`src/rtl/alias_irq_pkg.sv`:
```
package alias_irq_pkg;

  typedef enum logic [2:0] {
    OP_NONE   = 3'd0,
    OP_READ   = 3'd1,
    OP_DIRECT = 3'd2,
    OP_AND    = 3'd3,
    OP_OR     = 3'd4,
    OP_UNIMP  = 3'd5
  } op_kind_e;

  // Offsets of the aliases above the base word; the order is decoded behaviour.
  localparam int unsigned ALIAS_DIRECT = 0;
  localparam int unsigned ALIAS_AND    = 1;
  localparam int unsigned ALIAS_OR     = 2;

  // Big-endian numbering of the two request bits (0 is the MSB).
  localparam int unsigned BE_IRQ_BIT = 0;
  localparam int unsigned BE_MSG_BIT = 3;

endpackage

```
`src/rtl/alias_irq_decode.sv`:
```
module alias_irq_decode
  import alias_irq_pkg::*;
#(
  parameter int unsigned ADDR_W    = 20,
  parameter int unsigned BASE_WORD = 'h4020
) (
  input  logic              acc_en,
  input  logic              acc_we,
  input  logic [ADDR_W-1:0] acc_addr,
  output op_kind_e          op
);
  localparam int unsigned WA_W = ADDR_W - 3;

  logic [WA_W-1:0] word;
  logic            unused_low;
  logic            hit_direct, hit_and, hit_or;

  assign word       = acc_addr[ADDR_W-1:3];
  assign unused_low = ^acc_addr[2:0];

  assign hit_direct = (word == WA_W'(BASE_WORD + ALIAS_DIRECT));
  assign hit_and    = (word == WA_W'(BASE_WORD + ALIAS_AND));
  assign hit_or     = (word == WA_W'(BASE_WORD + ALIAS_OR));

  always_comb begin
    op = OP_NONE;
    if (acc_en) begin
      if (!acc_we) begin
        op = hit_direct ? OP_READ : OP_UNIMP;
      end else if (hit_direct) begin
        op = OP_DIRECT;
      end else if (hit_and) begin
        op = OP_AND;
      end else if (hit_or) begin
        op = OP_OR;
      end else begin
        op = OP_UNIMP;
      end
    end
  end

endmodule

```
`src/rtl/alias_irq_next.sv`:
```
module alias_irq_next
  import alias_irq_pkg::*;
#(
  parameter int unsigned DATA_W        = 64,
  parameter int unsigned IMPL_BITS     = 19,
  parameter bit          CLEAR_VARIANT = 1'b0
) (
  input  logic [DATA_W-1:0] cur,
  input  op_kind_e          op,
  input  logic [DATA_W-1:0] wdata,
  input  logic              raise,
  output logic [DATA_W-1:0] nxt,
  output logic              upd
);
  localparam logic [DATA_W-1:0] KEEP_MASK =
    {{IMPL_BITS{1'b1}}, {(DATA_W-IMPL_BITS){1'b0}}};
  localparam logic [DATA_W-1:0] RAISE_SET =
    (DATA_W'(1) << (DATA_W-1-BE_IRQ_BIT)) | (DATA_W'(1) << (DATA_W-1-BE_MSG_BIT));

  logic [DATA_W-1:0] wmask;
  logic [DATA_W-1:0] and_res;
  logic [DATA_W-1:0] bus_res;

  assign wmask = wdata & KEEP_MASK;

  generate
    if (CLEAR_VARIANT) begin : g_clear
      logic unused_cur;
      assign unused_cur = ^cur[0];
      assign and_res    = '0;
    end else begin : g_and
      assign and_res = cur & wmask;
    end
  endgenerate

  always_comb begin
    unique case (op)
      OP_DIRECT: bus_res = wmask;
      OP_AND:    bus_res = and_res;
      OP_OR:     bus_res = (cur | wmask) & KEEP_MASK;
      default:   bus_res = cur;
    endcase
    nxt = raise ? (bus_res | RAISE_SET) : bus_res;
    upd = raise || (op == OP_DIRECT) || (op == OP_AND) || (op == OP_OR);
  end

endmodule

```
`src/rtl/alias_irq_reg.sv`:
```
module alias_irq_reg
  import alias_irq_pkg::*;
#(
  parameter int unsigned DATA_W        = 64,
  parameter int unsigned ADDR_W        = 20,
  parameter int unsigned IMPL_BITS     = 19,
  parameter int unsigned BASE_WORD     = 'h4020,
  parameter bit          CLEAR_VARIANT = 1'b0
) (
  input  logic              clk,
  input  logic              rst_n,
  input  logic              acc_en,
  input  logic              acc_we,
  input  logic [ADDR_W-1:0] acc_addr,
  input  logic [DATA_W-1:0] acc_wdata,
  input  logic              raise_i,
  output logic              rd_valid_o,
  output logic [DATA_W-1:0] rd_data_o,
  output logic              unimp_o,
  output logic              irq_o
);
  op_kind_e          op;
  logic [DATA_W-1:0] ctl_q;
  logic [DATA_W-1:0] ctl_d;
  logic              ctl_upd;

  alias_irq_decode #(
    .ADDR_W    (ADDR_W),
    .BASE_WORD (BASE_WORD)
  ) u_dec (
    .acc_en   (acc_en),
    .acc_we   (acc_we),
    .acc_addr (acc_addr),
    .op       (op)
  );

  alias_irq_next #(
    .DATA_W        (DATA_W),
    .IMPL_BITS     (IMPL_BITS),
    .CLEAR_VARIANT (CLEAR_VARIANT)
  ) u_next (
    .cur   (ctl_q),
    .op    (op),
    .wdata (acc_wdata),
    .raise (raise_i),
    .nxt   (ctl_d),
    .upd   (ctl_upd)
  );

  always_ff @(posedge clk or negedge rst_n) begin
    if (!rst_n) begin
      ctl_q <= '0;
    end else if (ctl_upd) begin
      ctl_q <= ctl_d;
    end
  end

  always_ff @(posedge clk or negedge rst_n) begin
    if (!rst_n) begin
      rd_valid_o <= 1'b0;
      rd_data_o  <= '0;
      unimp_o    <= 1'b0;
    end else begin
      rd_valid_o <= acc_en && !acc_we;
      rd_data_o  <= (op == OP_READ) ? ctl_q : '0;
      unimp_o    <= (op == OP_UNIMP);
    end
  end

  assign irq_o = ctl_q[DATA_W-1-BE_IRQ_BIT];

endmodule

```
`config.mk`:
```
export PLATFORM = sky130hd
export DESIGN_NAME = alias_irq_reg
export DESIGN_NICKNAME = d
export VERILOG_FILES = /design/src/rtl/alias_irq_pkg.sv /design/src/rtl/alias_irq_decode.sv /design/src/rtl/alias_irq_next.sv /design/src/rtl/alias_irq_reg.sv
export SDC_FILE = /design/constraint.sdc
export NUM_CORES = 1
export LEC_CHECK = 0
export ABC_CLOCK_PERIOD_IN_PS = 800
export BUFFER_PORTS_ARGS = -buffer_cell sky130_fd_sc_hd__buf_4
export CAP_MARGIN = 10
export CORE_AREA = 3 3 75 77
export CTS_CLUSTER_SIZE = 14
export DETAILED_ROUTE_END_ITERATION = 8
export DIE_AREA = 0 0 78 80
export HOLD_SLACK_MARGIN = 0.1
export PLACE_DENSITY = 0.84
export SLEW_MARGIN = 20
export SYNTH_ARGS = -nofsm -noshare
export SYNTH_HDL_FRONTEND = slang
export SYNTH_SLANG_ARGS = --single-unit
```
`constraint.sdc`:
```
create_clock -name clk -period 0.8 [get_ports clk]
set_input_delay 0.04 -clock clk [delete_from_list [all_inputs] [get_ports clk]]
set_output_delay 0.04 -clock clk [all_outputs]
set_load 0.02 [all_outputs]
```
======== Word level (Yosys, flattened, before mapping) ========
Index checks and enable logic that the tools add are counted.
word-level totals
  logic and storage cells ................. 31
  input port bits ......................... 89
  output and inout bits ................... 67
  register bits after elaboration ......... 130
  bits in latches ......................... 0
  bits in writable memories ............... 0
  memories kept ........................... 0
  bits in read-only memories .............. 0
cells by class
  bitwise gates (word level) .............. 2
  equality and inequality tests ........... 8
  reduce and logical (&&, ||, !) cells .... 7
  $lt $le $gt $ge ......................... 0
  divide/modulo/power cells ............... 0
  muxes and demuxes ....................... 9
  add/subtract/negate cells ............... 0
  multiply operators ...................... 0
  shifts and indexed selects .............. 0
operators by type and width
  cell                    count
  $pmux W64 S3            1
  $mux W64                2
  $and A64 B64 Y64        1
  $or A64 B64 Y64         1
  $eq A17 B15 Y1 const B  3
  $mux W3                 5
  $eq A3 B2 Y1 const B    2
  $eq A3 B3 Y1 const B    2
  $reduce_bool A4 Y1      1
  $eq A3 B1 Y1 const B    1
  $logic_or A1 B1 Y1      3
  $reduce_and A2 Y1       1
  $logic_and A1 B1 Y1     1
  $logic_not A1 Y1        1
  $mux W1                 1

======== Longest topological paths before layout ========
Gate-level depths: netlist of the first run.
  word-level depth ........................ 11
  depth in mapped cells ................... 6

======== By module ========
A second synthesis of the first run with hierarchy kept.
second synthesis, totals
  cells, all modules ...................... 416
  area, all modules ....................... 6178.4 µm²
modules (own cells, without submodules)
  module            cells each  times used  sequential area each (µm²)  area each (µm²)
  alias_irq_reg     288         1           3253.1                      5236.3
  alias_irq_next    117         1           0.0                         823.3
  alias_irq_decode  11          1           0.0                         118.9

======== Worst setup path after synthesis of the first run ========
Ideal clock, no wire load.
  path kind ............................... in2reg
  start point ............................. in acc_addr[9]
  end point ............................... reg ctl_q[53]
  path buffers ............................ 1
  stages on the path ...................... 5
  path slack .............................. -476 ps
  library setup time ...................... 123 ps
  arrival time ............................ 1153 ps
  cell sequence ........................... nor4b_2 and4_1 nor3b_4 buf_4 a21oi_1
between the ends
  word-level cells in the longest chain between the ends .. 10
ends and longest elaborated chain
  item                                                                  RTL line                text
  from (decl)                                                           alias_irq_reg.sv:14     input logic [ADDR_W-1:0] acc_addr,
  $eq A17 B15 Y1                                                        alias_irq_decode.sv:23  assign hit_or = (word == WA_W'(BASE_WORD + ALIAS_OR));
  $mux W1                                                               alias_irq_decode.sv:34  end else if (hit_or) begin
  $mux W3                                                               alias_irq_decode.sv:32  end else if (hit_and) begin
  $mux W3                                                               alias_irq_decode.sv:30  end else if (hit_direct) begin
  $mux W3 *                                                             alias_irq_decode.sv:28  if (!acc_we) begin
  $mux W3 *                                                             alias_irq_decode.sv:27  if (acc_en) begin
  parallel branches: the longest is 4 deep, another holds $pmux W64 S3  --
  to (signal assigned)                                                  alias_irq_reg.sv:54     ctl_q <= ctl_d;
  to (decl)                                                             alias_irq_reg.sv:23     logic [DATA_W-1:0] ctl_q;
Mark *: on every way between the ends.
A chain may end at the register's enable or synchronous reset.

======== Worst setup path in the final report of the first run ========
  start point ............................. in acc_addr[10]
  end point ............................... reg ctl_q[63]
between the ends
  word-level cells in the longest chain between the ends .. 11
ends and longest elaborated chain
  item                             RTL line                                    text
  $eq A17 B15 Y1                   alias_irq_decode.sv:23
  $mux W1                          alias_irq_decode.sv:34
  $mux W3                          alias_irq_decode.sv:32
  $mux W3                          alias_irq_decode.sv:30
  $mux W3 *                        alias_irq_decode.sv:28
  $mux W3 *                        alias_irq_decode.sv:27
  $eq A3 B2 Y1                     alias_irq_next.sv:37, alias_irq_next.sv:44
  $logic_or A1 B1 Y1 (3 in a row)  alias_irq_next.sv:44                        upd = raise || (op == OP_DIRECT) || (op == OP_AND) || (op == OP_OR);
  $reduce_and A2 Y1 (no line)      --
Mark *: on every way between the ends. The rest lies on a longest branch, timed or not.

==> results of run 1 <==
kinds of logic after synthesis:
family / Yosys count / synth area share [%]
other: 1 / 0.193
buffers and inverters: 71 / 23.2
and+or+nand+nor: 33 / 13.2
AOI/OAI and AO/OA: 40 / 11.8
DFF: 40 / 51.5
report_power, final:
part	internal [mW]	total, mW	leakage, nW	switching [mW]
clock network	0.687	1.35	0.0510	0.666
logic	0.261	0.633	0.911	0.372
registers	2.03	2.03	0.545	0.00241
total	2.97	4.01	1.51	1.04
cell type report:
type / count / share of cell area [%]
repair buffers: 95 / 31.2
inverters: 20 / 2.61
flip-flops and latches: 40 / 34.8
multi-input cells: 118 / 25.1
well taps: 70 / 3.05
clock buffers: 6 / 2.87
clock inverters: 2 / 0.348
worst min path at each step:
stage | startpoint | endpoint | slack, ps | depth (start not counted)
2_1_floorplan | rst_n | ctl_q[45] | -260 | 0
3_3_place_gp | rst_n | rd_data_o[51] | 30 | 1
3_5_place_dp | rst_n | rd_data_o[50] | 40 | 1
4_1_cts | acc_addr[10] | unimp_o | 120 | 4
5_1_grt | acc_addr[10] | unimp_o | 130 | 4
6_report | acc_addr[10] | unimp_o | 110 | 4
synth_stat cells:
cell type,count
nor3b_4,1
a21oi_1,20
inv_1,20
nor4_2,1
nor2b_1,1
o2111ai_1,1
dfrtp_1,40
o211ai_1,2
nor4b_4,1
nand3_1,2
nor4bb_1,1
nor4_1,2
clkbuf_1,2
and2_1,20
conb_1,1
nor2_1,1
or4b_2,1
nor4b_2,1
a31oi_1,17
buf_2,1
and4_1,1
buf_6,1
buf_4,47
stage by stage:
stage / cells / hold slack [ps]
detailed placement: 319 / 38.2
finish: 351 / 109
global route: 351 / 130
CTS: 354 / 125
floorplan: 229 / -256
global placement: 319 / 31.9
registers in the layout, summed over array words and instances, names as in the netlist:
register and flops:
ctl_q 19, rd_data_o 19, rd_valid_o 1, unimp_o 1
routing by layer:
| layer | wire, um | up-vias |
|---|---|---|
| met5 | 0 | - |
| met4 | 54 | 0 |
| met3 | 387 | 5 |
| met2 | 2430 | 96 |
| met1 | 1610 | 739 |
| li1 | - | 711 |
worst max-delay path: cells and delay by family:
family                 cells  cell delay [ps]
and+or+nand+nor            3              790
buffers and inverters      2              300
AOI/OAI and AO/OA          1               90
what timing repair did:
| action | CTS | global route |
|---|---|---|
| endpoints found under the setup margin | 61 | 61 |
| cloned | 1 | 0 |
| buffers inserted | 3 | 0 |
| hold buffers | 23 | 0 |
| hold endpoints to repair | 61 | 0 |
| resized for setup | 32 | 7 |
| pin swaps | 5 | 5 |
==> metrics.txt, run 1 <==
status complete, but fails checks; failing checks negative setup slack; reg2reg path depth 3; synthesized cell area 1940 um2; Final #Nets 369; Cell Area, Placed 2400 um2; # fillers 438; DP Wirelength 3090 um; met1 usage 16.5%; Bufs on Longest Clock Path 2; Arr. time, crit path 1230 ps; Worst-path clk slew 70 ps; worst skew pair latency 290 ps; Port Buf Inserts 62; # Max-Cap Violations 0; GRT overflow 0; initial core utilization 38.3%; Slew Viols, Final 0; final instance area 2870 um2; number of routed nets with antenna violations 0; Via density 4.42; drc violations 0; Overall Global Routing Usage 15.1%; Synth top area share 51.5%; Synth Area per Inst 10.5 um2; Row Count 26; largest stage delay on the critical path 290 ps; total iterations of the first detailed-routing run 4; GR Layer Usage met3 3.72%; Cells after Synth 185; Crit Path Max Fanout 10; Final Core Density 56.6%; worst min path class in -> reg; setup TNS -10,200 ps; Fin Clk Skew 2.48 ps; Inserted Diodes 0; Area contributors post-synth dfrtp_1, buf_4, and2_1; area occupied by multi-input gates 721 um2; Critical Path End ctl_q[63]; Synth cell types 23; grt peak-use layer met2; worst reg-to-reg setup slack -90 ps; DR vias 1,551; WL final 4470 um; unrepaired setup endpoints after global routing true; CTS Sinks 40; fin worst setup slack -264 ps; flops & latches, synth 40; # H-tree levels 2; Lkg Pwr 1.51 nW; crit path cell chain buf_4 -> nor4bb_2 -> and4_4 -> nor3b_4 -> buf_6 -> o211ai_1; share of layout cells above drive strength 1 32.4%; initial detailed-routing violation count 43; largest area contributor in the netlist dfrtp_1; register area share after synthesis 51.5%; final-report setup violation count 61; die width 78 um; commonest non-fill, non-tap cell in the layout conb_1; Num CTS Buffers 5; core area 5070 um2; Critical Path Source Type input port; initial antenna violation count 0; final hold vios 0; Max VDD drop 668 uV; Max Clk Rate 939 MHz; drt wl/cell 12.7 um; most frequent cells in the layout conb_1, buf_4, dfrtp_1; CTS tree yes; FF-to-FF End ctl_q[63]; Tcrit/Tclk final 133%; Critical path origin acc_addr[10]; FF+latch area 1000 um2; pwr dens 1400 nW/um2; vias in the first global route 1,558; crit path kind in -> reg; die area 6240 um2; Tmin final 1060 ps; Die Y 80 um; clock root buffer clkbuf_8; largest net degree at the start of global routing 41; FF-to-FF Start ctl_q[63]; Pwr Total 4.01 mW; IO Pins 156; GR Layer Usage met2 28.3%; synth warn 0; CP Capture Type flop; first-pass GRT wire length 7250 um; Placer Congestion 0.659; required time worst endpoint 970 ps; pre-CTS WS -658 ps; Syn-to-layout area delta 47.8%; Crit-path slowest cell nor4bb_2
(Power assumes the default switching activity.)
==> run 2: changes to the inputs <==
- MAX_ROUTING_LAYER: unset -> met4
==> run 2 against run 1 <==
  * The run still ends with negative setup slack left
  * Register-to-register slack hardly changed
  * Global-route usage rose by 0.34 points
  * Clock power barely moved
  * Largest power group unchanged
==> metrics.txt, run 2 (synthesis results as in run 1) <==
pwr dens 1400 nW/um2 (about the same); IO Pins 156 (unchanged); Max Clk Rate 939 MHz (about the same); GRT overflow 0 (unchanged); number of routed nets with antenna violations 0 (unchanged); drt wl/cell 12.7 um (about the same); setup TNS -10,210 ps (was -10,200 ps); die width 78 um (unchanged); vias in the first global route 1,559 (was 1,558); die area 6240 um2 (unchanged); Slew Viols, Final 0 (unchanged); commonest non-fill, non-tap cell in the layout conb_1 (unchanged); Syn-to-layout area delta 47.8% (unchanged); Max VDD drop 668 uV (about the same); Die Y 80 um (unchanged); most frequent cells in the layout conb_1, buf_4, dfrtp_1 (unchanged); CTS Sinks 40 (unchanged); final hold vios 0 (unchanged); Crit Path Max Fanout 10 (unchanged); WL final 4470 um (about the same); Inserted Diodes 0 (unchanged); Cell Area, Placed 2400 um2 (unchanged); Fin Hold WS 108 ps (was 109 ps); failing checks negative setup slack (unchanged); worst skew pair latency 290 ps (about the same); Critical Path Source Type input port (unchanged); unrepaired setup endpoints after global routing true (unchanged); Lkg Pwr 1.51 nW (unchanged); core area 5070 um2 (unchanged); clock root buffer clkbuf_8 (unchanged); Tmin final 1070 ps (was 1060 ps); Pwr Total 4.01 mW (about the same); drc violations 0 (unchanged); Num CTS Buffers 5 (unchanged); required time worst endpoint 970 ps (about the same); largest net degree at the start of global routing 41 (unchanged); first-pass GRT wire length 7230 um (was 7250 um); crit path kind in -> reg (unchanged); worst min path class in -> reg (unchanged); DP Wirelength 3090 um (unchanged); share of layout cells above drive strength 1 32.4% (unchanged); Tcrit/Tclk final 133% (about the same); Bufs on Longest Clock Path 2 (unchanged); Overall Global Routing Usage 15.5% (was 15.1%); Arr. time, crit path 1230 ps (about the same); Worst-path clk slew 70 ps (about the same); CTS tree yes (unchanged); DR vias 1,562 (was 1,551); Port Buf Inserts 62 (unchanged); Final #Nets 369 (unchanged); initial antenna violation count 0 (unchanged); initial detailed-routing violation count 37 (was 43); Via density 4.45 (was 4.42); final instance area 2870 um2 (unchanged); fin worst setup slack -265 ps (was -264 ps); Final Core Density 56.6% (unchanged); Fin Clk Skew 2.48 ps (about the same); initial core utilization 38.3% (unchanged); # H-tree levels 2 (unchanged); total iterations of the first detailed-routing run 4 (unchanged); Row Count 26 (unchanged); # Max-Cap Violations 0 (unchanged); CP Capture Type flop (unchanged); status complete, but fails checks (unchanged); final-report setup violation count 61 (unchanged); Placer Congestion 0.665 (was 0.659); Top Registers ctl_q x19, rd_data_o x19 (unchanged)
[run 2: cell counts in the layout (fill, tap and decap cells not counted)]
Identical to the previous run, type by type.
[run 2: timing repair]
| item | 4_1_cts | 5_1_grt |
|---|---|---|
| hold buffers | 23 | 0 |
| pin swaps | 5 | 5 |
| endpoints found under the setup margin | 61 | 61 |
| gates cloned | 1 | 0 |
| setup buffers | 3 | 0 |
| resized for setup | 32 | 7 |
| hold endpoints to repair | 61 | 0 |
[run 2: layout make-up]
type	instances	area [um2]
inverter	20	75.1
sequential	40	1000
clock inverter	2	10.0
clock buffer	6	82.6
fill	438	2200
timing repair buffer	95	896
tap	70	87.6
multi-input combinational	118	721
[run 2: path summary, 6_finish.rpt]
check	start	slack (ps)	depth (start not counted)	end
worst max-delay path	acc_addr[10]	-270	6	ctl_q[63]
worst min-delay path	acc_addr[10]	110	4	unimp_o
worst max register to register	ctl_q[63]	-90	3	ctl_q[63]
worst min register to register	ctl_q[49]	480	1	rd_data_o[49]
max in group asynchronous	rst_n	190	2	rd_data_o[58]
min in group asynchronous	rst_n	270	2	ctl_q[50]
[run 2: stage by stage]
stage,worst slack [ps],instances
3_5_place_dp,-658,319
4_1_cts,-325,354
6_report,-265,351
5_1_grt,-345,351
3_3_place_gp,-643,319
2_1_floorplan,-434,229
[run 2: critical path: stages]
cell      delay [ps]
buf_4            120
nor4bb_2         290
and4_4           280
nor3b_4          220
buf_6            180
o211ai_1          90
[run 2: where the power goes]
group | internal, mW | switching (mW)
Clock | 0.687 | 0.664
Sequential | 2.03 | 0.00241
Combinational | 0.261 | 0.373
Total | 2.97 | 1.04
[run 2: routing by layer]
layer	routed length, um	track usage (%)
met1	1610	16.6
met2	2430	28.3
met5	0	-
met4	54	6.47
met3	379	2.60
